File: config.mk
export PLATFORM = sky130hd
export DESIGN_NAME = bus_pad_cipher
export DESIGN_NICKNAME = d
export VERILOG_FILES = /design/src/rtl/bpc_pkg.sv /design/src/rtl/pad_round.sv /design/src/rtl/pad_hash.sv /design/src/rtl/region_keys.sv /design/src/rtl/written_map.sv /design/src/rtl/bus_pad_cipher.sv
export SDC_FILE = /design/constraint.sdc
export NUM_CORES = 1
export LEC_CHECK = 0
export CAP_MARGIN = 20
export CORE_ASPECT_RATIO = 0.8
export CORE_MARGIN = 10
export CORE_UTILIZATION = 57
export CTS_CLUSTER_SIZE = 14
export DETAILED_ROUTE_END_ITERATION = 8
export PLACE_DENSITY = 0.76
export SYNTH_ARGS = -nofsm -noshare
export SYNTH_HDL_FRONTEND = slang
export SYNTH_SLANG_ARGS = --single-unit
File: constraint.sdc
create_clock -name clk -period 10.8 [get_ports clk]
set_clock_uncertainty 0.1 [all_clocks]
set_input_delay 3.24 -clock clk [delete_from_list [all_inputs] [get_ports clk]]
set_output_delay 3.24 -clock clk [all_outputs]
set_load 0.05 [all_outputs]
File: src/rtl/bpc_pkg.sv
package bpc_pkg;

    localparam int unsigned DW  = 16;
    localparam int unsigned NIB = 4;

    typedef logic [DW-1:0] word_t;

    typedef enum logic [1:0] {
        WS_IDLE  = 2'd0,
        WS_HASH  = 2'd1,
        WS_STORE = 2'd2
    } wstate_t;

    function automatic logic [3:0] sub_nibble(input logic [3:0] x);
        logic [3:0] y;
        unique case (x)
            4'h0: y = 4'h3;
            4'h1: y = 4'h8;
            4'h2: y = 4'hF;
            4'h3: y = 4'h1;
            4'h4: y = 4'hA;
            4'h5: y = 4'h6;
            4'h6: y = 4'h5;
            4'h7: y = 4'hB;
            4'h8: y = 4'hE;
            4'h9: y = 4'hD;
            4'hA: y = 4'h4;
            4'hB: y = 4'h7;
            4'hC: y = 4'h9;
            4'hD: y = 4'h0;
            4'hE: y = 4'hC;
            default: y = 4'h2;
        endcase
        return y;
    endfunction

endpackage

File: src/rtl/pad_round.sv
module pad_round
    import bpc_pkg::*;
(
    input  word_t st_in,
    input  word_t rkey,
    output word_t st_out
);
    word_t mixed;
    word_t subbed;

    assign mixed = st_in ^ rkey;

    for (genvar n = 0; n < NIB; n++) begin : g_sub
        assign subbed[NIB*n +: NIB] = sub_nibble(mixed[NIB*n +: NIB]);
    end

    for (genvar i = 0; i < NIB; i++) begin : g_row
        for (genvar j = 0; j < NIB; j++) begin : g_col
            assign st_out[NIB*j + i] = subbed[NIB*i + j];
        end
    end
endmodule

File: src/rtl/pad_hash.sv
module pad_hash
    import bpc_pkg::*;
#(
    parameter int unsigned NROUNDS = 4,
    localparam int unsigned KW = DW * NROUNDS
) (
    input  word_t          addr,
    input  logic [KW-1:0]  key,
    output word_t          pad
);
    word_t chain [NROUNDS+1];

    assign chain[0] = addr;

    for (genvar r = 0; r < NROUNDS; r++) begin : g_round
        pad_round u_round (
            .st_in  (chain[r]),
            .rkey   (key[DW*r +: DW]),
            .st_out (chain[r+1])
        );
    end

    assign pad = chain[NROUNDS] ^ key[DW-1:0];
endmodule

File: src/rtl/region_keys.sv
module region_keys #(
    parameter int unsigned NREG = 4,
    parameter int unsigned KW   = 64,
    localparam int unsigned REG_W = $clog2(NREG)
) (
    input  logic             clk,
    input  logic             rst_n,
    input  logic             cfg_we,
    input  logic             cfg_clr,
    input  logic [REG_W-1:0] cfg_sel,
    input  logic [KW-1:0]    cfg_key,
    input  logic             cfg_wonce,
    input  logic [REG_W-1:0] rd_sel,
    input  logic [REG_W-1:0] wr_sel,
    output logic [KW-1:0]    rd_key,
    output logic [KW-1:0]    wr_key,
    output logic             wr_wonce
);
    logic [KW-1:0] key_q   [NREG];
    logic          wonce_q [NREG];

    for (genvar g = 0; g < NREG; g++) begin : g_reg
        always_ff @(posedge clk) begin
            if (!rst_n) begin
                key_q[g]   <= '0;
                wonce_q[g] <= 1'b0;
            end else if (cfg_sel == REG_W'(g)) begin
                if (cfg_clr) begin
                    key_q[g] <= '0;
                end else if (cfg_we) begin
                    key_q[g]   <= cfg_key;
                    wonce_q[g] <= cfg_wonce;
                end
            end
        end
    end

    assign rd_key   = key_q[rd_sel];
    assign wr_key   = key_q[wr_sel];
    assign wr_wonce = wonce_q[wr_sel];
endmodule

File: src/rtl/written_map.sv
module written_map #(
    parameter int unsigned IDX_W = 8,
    localparam int unsigned DEPTH = 1 << IDX_W
) (
    input  logic             clk,
    input  logic             rst_n,
    input  logic             set_en,
    input  logic [IDX_W-1:0] idx,
    output logic             hit
);
    logic [DEPTH-1:0] mark_q;

    always_ff @(posedge clk) begin
        if (!rst_n) begin
            mark_q <= '0;
        end else if (set_en) begin
            mark_q[idx] <= 1'b1;
        end
    end

    assign hit = mark_q[idx];
endmodule

File: src/rtl/bus_pad_cipher.sv
module bus_pad_cipher
    import bpc_pkg::*;
#(
    parameter int unsigned NROUNDS = 4,
    parameter int unsigned NREG    = 4,
    parameter int unsigned LOC_W   = 6,
    localparam int unsigned REG_W  = $clog2(NREG),
    localparam int unsigned KW     = DW * NROUNDS,
    localparam int unsigned IDX_W  = REG_W + LOC_W
) (
    input  logic             clk,
    input  logic             rst_n,
    input  logic             cfg_we,
    input  logic             cfg_clr,
    input  logic [REG_W-1:0] cfg_sel,
    input  logic [KW-1:0]    cfg_key,
    input  logic             cfg_wonce,
    input  logic             cpu_req,
    input  logic             cpu_we,
    input  logic [DW-1:0]    cpu_addr,
    input  logic [DW-1:0]    cpu_wdata,
    output logic             cpu_wready,
    output logic             cpu_rvalid,
    output logic [DW-1:0]    cpu_rdata,
    output logic             mem_re,
    output logic [DW-1:0]    mem_raddr,
    input  logic [DW-1:0]    mem_rdata,
    output logic             mem_we,
    output logic [DW-1:0]    mem_waddr,
    output logic [DW-1:0]    mem_wdata,
    output logic             viol
);
    wstate_t state_q, state_d;

    word_t   w_addr_q, w_data_q, w_ciph_q;
    word_t   rd_pad_q;
    logic    rvalid_q, viol_q;

    logic          rd_req, wr_acc, refuse, mark_set;
    logic [KW-1:0] rd_key, wr_key;
    logic          wr_wonce, loc_hit;
    word_t         rd_pad, wr_pad;

    assign rd_req = cpu_req & ~cpu_we;
    assign wr_acc = cpu_req & cpu_we & cpu_wready;

    region_keys #(.NREG(NREG), .KW(KW)) u_keys (
        .clk       (clk),
        .rst_n     (rst_n),
        .cfg_we    (cfg_we),
        .cfg_clr   (cfg_clr),
        .cfg_sel   (cfg_sel),
        .cfg_key   (cfg_key),
        .cfg_wonce (cfg_wonce),
        .rd_sel    (cpu_addr[DW-1 -: REG_W]),
        .wr_sel    (w_addr_q[DW-1 -: REG_W]),
        .rd_key    (rd_key),
        .wr_key    (wr_key),
        .wr_wonce  (wr_wonce)
    );

    pad_hash #(.NROUNDS(NROUNDS)) u_rd_hash (
        .addr (cpu_addr),
        .key  (rd_key),
        .pad  (rd_pad)
    );

    pad_hash #(.NROUNDS(NROUNDS)) u_wr_hash (
        .addr (w_addr_q),
        .key  (wr_key),
        .pad  (wr_pad)
    );

    written_map #(.IDX_W(IDX_W)) u_map (
        .clk    (clk),
        .rst_n  (rst_n),
        .set_en (mark_set),
        .idx    ({w_addr_q[DW-1 -: REG_W], w_addr_q[LOC_W-1:0]}),
        .hit    (loc_hit)
    );

    assign refuse   = (state_q == WS_HASH) & wr_wonce & loc_hit;
    assign mark_set = (state_q == WS_HASH) & ~refuse;

    // state register
    always_ff @(posedge clk) begin
        if (!rst_n) state_q <= WS_IDLE;
        else        state_q <= state_d;
    end

    always_comb begin
        state_d = state_q;
        unique case (state_q)
            WS_IDLE:  if (wr_acc) state_d = WS_HASH;
            WS_HASH:  state_d = refuse ? WS_IDLE : WS_STORE;
            WS_STORE: state_d = wr_acc ? WS_HASH : WS_IDLE;
            default:  state_d = WS_IDLE;
        endcase
    end

    // datapath registers
    always_ff @(posedge clk) begin
        if (!rst_n) begin
            w_addr_q <= '0;
            w_data_q <= '0;
            w_ciph_q <= '0;
            rd_pad_q <= '0;
            rvalid_q <= 1'b0;
            viol_q   <= 1'b0;
        end else begin
            if (wr_acc) begin
                w_addr_q <= cpu_addr;
                w_data_q <= cpu_wdata;
            end
            if (state_q == WS_HASH) w_ciph_q <= w_data_q ^ wr_pad;
            if (rd_req) rd_pad_q <= rd_pad;
            rvalid_q <= rd_req;
            viol_q   <= refuse;
        end
    end

    // outputs
    always_comb begin
        cpu_wready = (state_q != WS_HASH);
        mem_we     = (state_q == WS_STORE);
        mem_waddr  = w_addr_q;
        mem_wdata  = w_ciph_q;
        mem_re     = rd_req;
        mem_raddr  = cpu_addr;
        cpu_rvalid = rvalid_q;
        cpu_rdata  = rvalid_q ? (mem_rdata ^ rd_pad_q) : '0;
        viol       = viol_q;
    end
endmodule

; Word level (Yosys, flattened, before mapping)
; Memories as Yosys holds them, arrays and structs flattened. A register that Yosys moved wholly into a read port is not among the register bits.
; Index checks and enable logic that the tools add are counted.
[totals]
ff_bits = 324
ram_bits = 260
mem_bits_ro = 2048
inputBits = 121
n_memories = 34
[classes]
n_lt_le_gt_ge = 2
n_eq_ne = 7
n_mux = 53
n_bitwise = 33
n_reduce_logical = 3
[memory_table]
columns = name, depth, word_bits, rd, rd_clocked_by_memory_dff, wr, line
row1 = u_keys.key_q, 4, 64, 2, 1, 4, region_keys.sv:19  ; logic [KW-1:0] key_q [NREG];
row2 = (name not given), 16, 4, 1, 0, 0, bpc_pkg.sv:16  ; unique case (x)
row3 = (name not given), 16, 4, 1, 0, 0, bpc_pkg.sv:16
row4 = (name not given), 16, 4, 1, 0, 0, bpc_pkg.sv:16
row5 = (name not given), 16, 4, 1, 0, 0, bpc_pkg.sv:16
row6 = (name not given), 16, 4, 1, 0, 0, bpc_pkg.sv:16
row7 = 28 more memories, --, --, --, --, --, --
[op_table]
columns = cell, count
row1 = $mux W64, 8
row2 = $or A256 B256 Y256, 1
row3 = $xor A16 B16 Y16, 12
row4 = $mux W1, 35
row5 = $mux W16, 1
row6 = $mux W2, 6
row7 = $or A1 B1 Y1, 12
row8 = $lt A8 B9 Y1 const B, 1
row9 = $bmux W1 S8, 1
row10 = $demux W1 S8, 1
row11 = $ge A8 B1 Y1 const B, 1
row12 = $and A1 B1 Y1, 6
row13 = $eq A2 B2 Y1 const B, 3
row14 = $pmux W2 S3, 1
row15 = $eq A2 B1 Y1 const B, 2
row16 = $logic_not A2 Y1, 2
row17 = $ne A2 B1 Y1 const B, 1
row18 = $ne A2 B2 Y1 const B, 1
row19 = $not A1 Y1, 2
row20 = $logic_and A1 B1 Y1, 1

; Logic depth before layout (Yosys ltp)
; An unclocked memory read counts as a cell.
[depth]
word_depth = 10
ltp_mapped = 30
depth_no_buf = 28

; Hierarchy
; Synthesis repeated with hierarchy kept, for this count alone.
[unflattened]
hier_cells = 2991
area_unflattened_um2 = 33621.0
[by_module_without_submodules]
columns = module, n_inst, cells_per_inst, area_each_um2, seq_area_each_um2
row1 = region_keys, 1, 820, 12901.1, 7797.5
row2 = written_map, 1, 1053, 10583.9, 5124.9
row3 = pad_round at u_rd_hash.g_round[1].u_round ..., 7, 92, 854.6, 0.0
row4 = bus_pad_cipher, 1, 343, 3088.0, 1361.3
row5 = pad_round at u_rd_hash.g_round[0].u_round, 1, 99, 785.8, 0.0
row6 = pad_hash, 2, 16, 140.1, 0.0

; Least setup slack after synthesis
; No wires, ideal clock.
[synth_path]
path_kind = input port to flip-flop
startpoint = input port cpu_addr[14]
endpoint = register rd_pad_q[5]
setup_time_ns = 0.120
arrival_time_ns = 8.799
required_time_ns = 10.580
path_slack_ns = 1.781
cell_stages = 27
cell_sequence = buf_6 buf_12 mux4_1 xnor2_2 inv_1 ha_1 mux2_2 mux2i_1 xor2_1 inv_1 ha_1 and3_1 and2_1 o31a_1 or2_2 ha_1 mux2i_1 nor2_1 a31oi_1 nor2_1 a41o_1 o311a_1 nor4_4 mux2_1 nand3_1 a211o_1 nand3_1
[synth_via]
elab_chain_cells = 10
word_cells_on_any_way = 19
[synth_lines]
columns = item, line
row1 = start: declaration, bus_pad_cipher.sv:20  ; input logic [DW-1:0] cpu_addr,
row2 = $mem_v2 Z4 W64, --
row3 = $xor A16 B16 Y16, pad_round.sv:11  ; assign mixed = st_in ^ rkey;
row4 = $mem_v2 Z16 W4, --
row5 = $xor A16 B16 Y16, pad_round.sv:11
row6 = $mem_v2 Z16 W4, --
row7 = $xor A16 B16 Y16, pad_round.sv:11
row8 = $mem_v2 Z16 W4, --
row9 = $xor A16 B16 Y16, pad_round.sv:11
row10 = $mem_v2 Z16 W4, --
row11 = $xor A16 B16 Y16 *, pad_hash.sv:23  ; assign pad = chain[NROUNDS] ^ key[DW-1:0];
row12 = end signal: assignment, bus_pad_cipher.sv:116  ; if (rd_req) rd_pad_q <= rd_pad;
row13 = end: declaration, bus_pad_cipher.sv:36  ; word_t rd_pad_q;
; Mark *: on every way between the ends. The rest lies on a longest branch, timed or not.
; A chain may end at the register's enable or synchronous reset.

; Worst setup path in the final report
[layout_path]
startpoint = input port cpu_addr[14]
endpoint = register rd_pad_q[9]
; Same word-level chain as after synthesis.

==> results.sh <==
export IMPL_status="completed"
export IMPL_finalCriticalPeriod_ps=9470
export IMPL_synth_top_cell_area_share=0.219
export IMPL_syn_num_nets=3594
export IMPL_rsz0062_at_grt="false"
export IMPL_clockBufferDepth=3
export IMPL_via_count=27900
export IMPL_drtIter0Drc=3877
export IMPL_syn_inst=3320
export IMPL_worst_slack_ps=1330
export IMPL_port_buffers=189
export IMPL_area_growth_pct=12.3
export IMPL_maxCapViolations=0
export IMPL_drc_errors=0
export IMPL_synthFlopType="dfxtp_1"
export IMPL_grt_pass1_vias=26700
export IMPL_synthTopCellsByCount="nand2_1 (426), dfxtp_1 (327), o21ai_0 (317)"
export IMPL_grt_remaining_overflow=0
export IMPL_fmax_mhz=106
export IMPL_synth_area_leader_cell="edfxtp_1"
export IMPL_clk_pin_slew_ps=60
export IMPL_ios=190
export IMPL_worstMarginPinSlew_ps=1160
export IMPL_gp_congestion=0.965
export IMPL_instances_no_fill=4299
export IMPL_setup_viol=0
export IMPL_end_kind="flip-flop"
export IMPL_ys_ff_latch=586
export IMPL_synthArstFlopShare=0
export IMPL_crit_type="primary input to flip-flop"
export IMPL_ant_nets=0
export IMPL_ys_seq_area_frac=0.404
export IMPL_synth_cell_types=120
export IMPL_hold_depth=2
export IMPL_wire_per_inst_um=25.8
export IMPL_worstSetupStartpointType="primary input"
export IMPL_fin_nets=3690
export IMPL_final_fill_count=4733
export IMPL_die_w_um=299
export IMPL_yosys_top_cells_area="edfxtp_1 (22%), dfxtp_1 (18%), mux4_2 (13%), ha_1 (5.4%), and2_1 (5.1%)"
export IMPL_fp_dieH_um=243
export IMPL_synth_edf_count=259
export IMPL_die_area_um2=72700
export IMPL_post_dp_hpwl_mm=80.9
export IMPL_slew_headroom=0.225
export IMPL_dpl_instance_area_um2=37900
export IMPL_avgViaCountPerCell=6.50
export IMPL_worstHoldStart="u_map.mark_q[39]"
export IMPL_drtPass1Iterations=6
export IMPL_fin_crit_sh=0.877
export IMPL_grtUsageTotal=0.296
export IMPL_grt_pass1_wl_mm=166
export IMPL_cp_required_ps=11250
export IMPL_finalHoldViolations=0
export IMPL_root_buffer="clkbuf_16"
export IMPL_ff2ff_setup_slack_ps=2760
export IMPL_postSynthAreaPerCell_um2=10.7
export IMPL_antenna_found_initial=4
export IMPL_placed_cells=4187
export IMPL_power_ir_vdd_worst_uv=192
export IMPL_yosysWarnings=0
export IMPL_reg2reg_depth=21
export IMPL_rr_endpoint="mem_wdata[5]"
export IMPL_clock_sinks=586
export IMPL_dpl_worst_slack_ps=771
export IMPL_final_core_util=0.649
export IMPL_slew_viol_final=0
export IMPL_p_leak_nw=14.9
export IMPL_drt_total_wl_mm=111
export IMPL_design_area_um2=39800
export IMPL_postCtsResizedCells=0
export IMPL_initial_core_util=0.578
export IMPL_final_setup_tns_ps=0
export IMPL_hp_class="flip-flop to flip-flop"
export IMPL_htree_levels=2
export IMPL_numCtsBuffers=57
export IMPL_post_cts_setup_buffers=0
export IMPL_clk_latency_ps=650
export IMPL_synth_area_um2=35500
export IMPL_cp_arrival_ps=9910
export IMPL_p_per_area_nw_per_um2=262
export IMPL_grt_max_degree=105
export IMPL_tritoncts="yes"
export IMPL_drive_gt1_frac=0.144
export IMPL_cts_hold_buf=0
export IMPL_coreArea_um2=61400
export IMPL_hold_end="u_map.mark_q[39]"
export IMPL_rows=81
export IMPL_path_max_fanout=18
export IMPL_yosysMostFrequentCell="nand2_1"
==> registers in the layout, indices dropped and copies added (netlist names), named ones only <==
register        flops
mem_waddr          16
cpu_rvalid          1
viol                1
rd_pad_q           16
u_keys.wonce_q      4
u_keys.key_q      256
w_data_q           16
u_map.mark_q      256
mem_wdata          16
state_q             2
==> cells in the final DEF, fill, tap and decap left out, types with 18 or more instances in the layout <==
| cell | count |
|---|---|
| nand2_1 | 426 |
| dfxtp_1 | 322 |
| o21ai_0 | 315 |
| and2_1 | 292 |
| edfxtp_1 | 259 |
| mux4_2 | 207 |
| clkdlybuf4s50_1 | 186 |
| ha_1 | 153 |
| inv_1 | 124 |
| mux2i_1 | 98 |
| nor2_1 | 82 |
| nand3_1 | 80 |
| a21oi_1 | 79 |
| xor2_1 | 66 |
| clkbuf_16 | 61 |
| xnor2_1 | 52 |
| o211ai_1 | 42 |
| nor3_1 | 42 |
| buf_4 | 41 |
| mux2_2 | 31 |
| a211oi_1 | 25 |
| xnor2_2 | 19 |
| nand2b_1 | 18 |
==> layout make-up <==
| cell class | count | area, um^2 | share of cell area |
|---|---|---|---|
| clock inverter | 29 | 255 | 0.00641 |
| inverter | 133 | 499 | 0.0125 |
| multi-input combinational | 2410 | 19800 | 0.498 |
| tap | 830 | 1040 | 0.0261 |
| sequential | 586 | 14300 | 0.360 |
| clock buffer | 77 | 1670 | 0.0418 |
| antenna | 6 | 15.0 | 0.000377 |
| timing repair buffer | 228 | 2180 | 0.0548 |
==> worst max-delay path by stage <==
stage	slack, ps	depth (start not counted)	endpoint	start
2_1_floorplan	1780	27	rd_pad_q[5]	cpu_addr[14]
3_3_place_gp	970	28	rd_pad_q[9]	cpu_addr[14]
3_5_place_dp	770	25	rd_pad_q[6]	cpu_addr[15]
4_1_cts	1450	25	rd_pad_q[6]	cpu_addr[15]
5_1_grt	880	28	rd_pad_q[9]	cpu_addr[14]
6_report	1330	28	rd_pad_q[9]	cpu_addr[14]
==> routing by layer <==
layer / share of wire / track usage
met5: 0.000081 / 0
met4: 0.027 / 0.0848
met3: 0.12 / 0.0627
met2: 0.42 / 0.426
met1: 0.43 / 0.442
==> logic make-up after synthesis <==
kind of cell	after synthesis	share of synthesized area
AND/OR/NAND/NOR	1085	0.156
AO/OA/AOI/OAI	661	0.119
flip-flops	586	0.404
multiplexers	354	0.179
buffers and inverters	324	0.0390
XOR/XNOR	157	0.0500
adder cells (fa/ha/maj)	153	0.0540
==> metrics by stage <==
step | hold slack, ps | power [mW]
global route | 370 | 11.0
finish | 351 | 10.5
detailed placement | 340 | 8.26
global placement | 328 | 8.03
floorplan | 314 | 6.77
CTS | 354 | 10.3
==> report_power, final <==
group / total [mW] / internal, mW / switching [mW]
Clock: 2.04 / 1.14 / 0.902
Combinational: 5.86 / 2.25 / 3.62
Sequential: 2.55 / 2.44 / 0.111
Total: 10.5 / 5.82 / 4.63
==> critical path, stage by stage <==
cell and delay [ps]:
buf_4 320, mux4_2 650, xor2_1 490, inv_1 190, ha_1 260, a31oi_1 150
o22ai_1 100, xnor2_1 500, inv_1 100, ha_1 300, and3_1 170, and2_1 170
nor4_1 430, or2_2 240, ha_1 190, inv_1 70, mux2i_1 150, nor2_1 60
a31oi_1 150, nor2_1 60, a41o_1 210, o311a_1 380, nor4_4 540, nor2_1 110
o22ai_1 160, o31ai_1 110, xor2_1 170, a211oi_1 230
No activity file was read; power rests on OpenSTA's default activity.
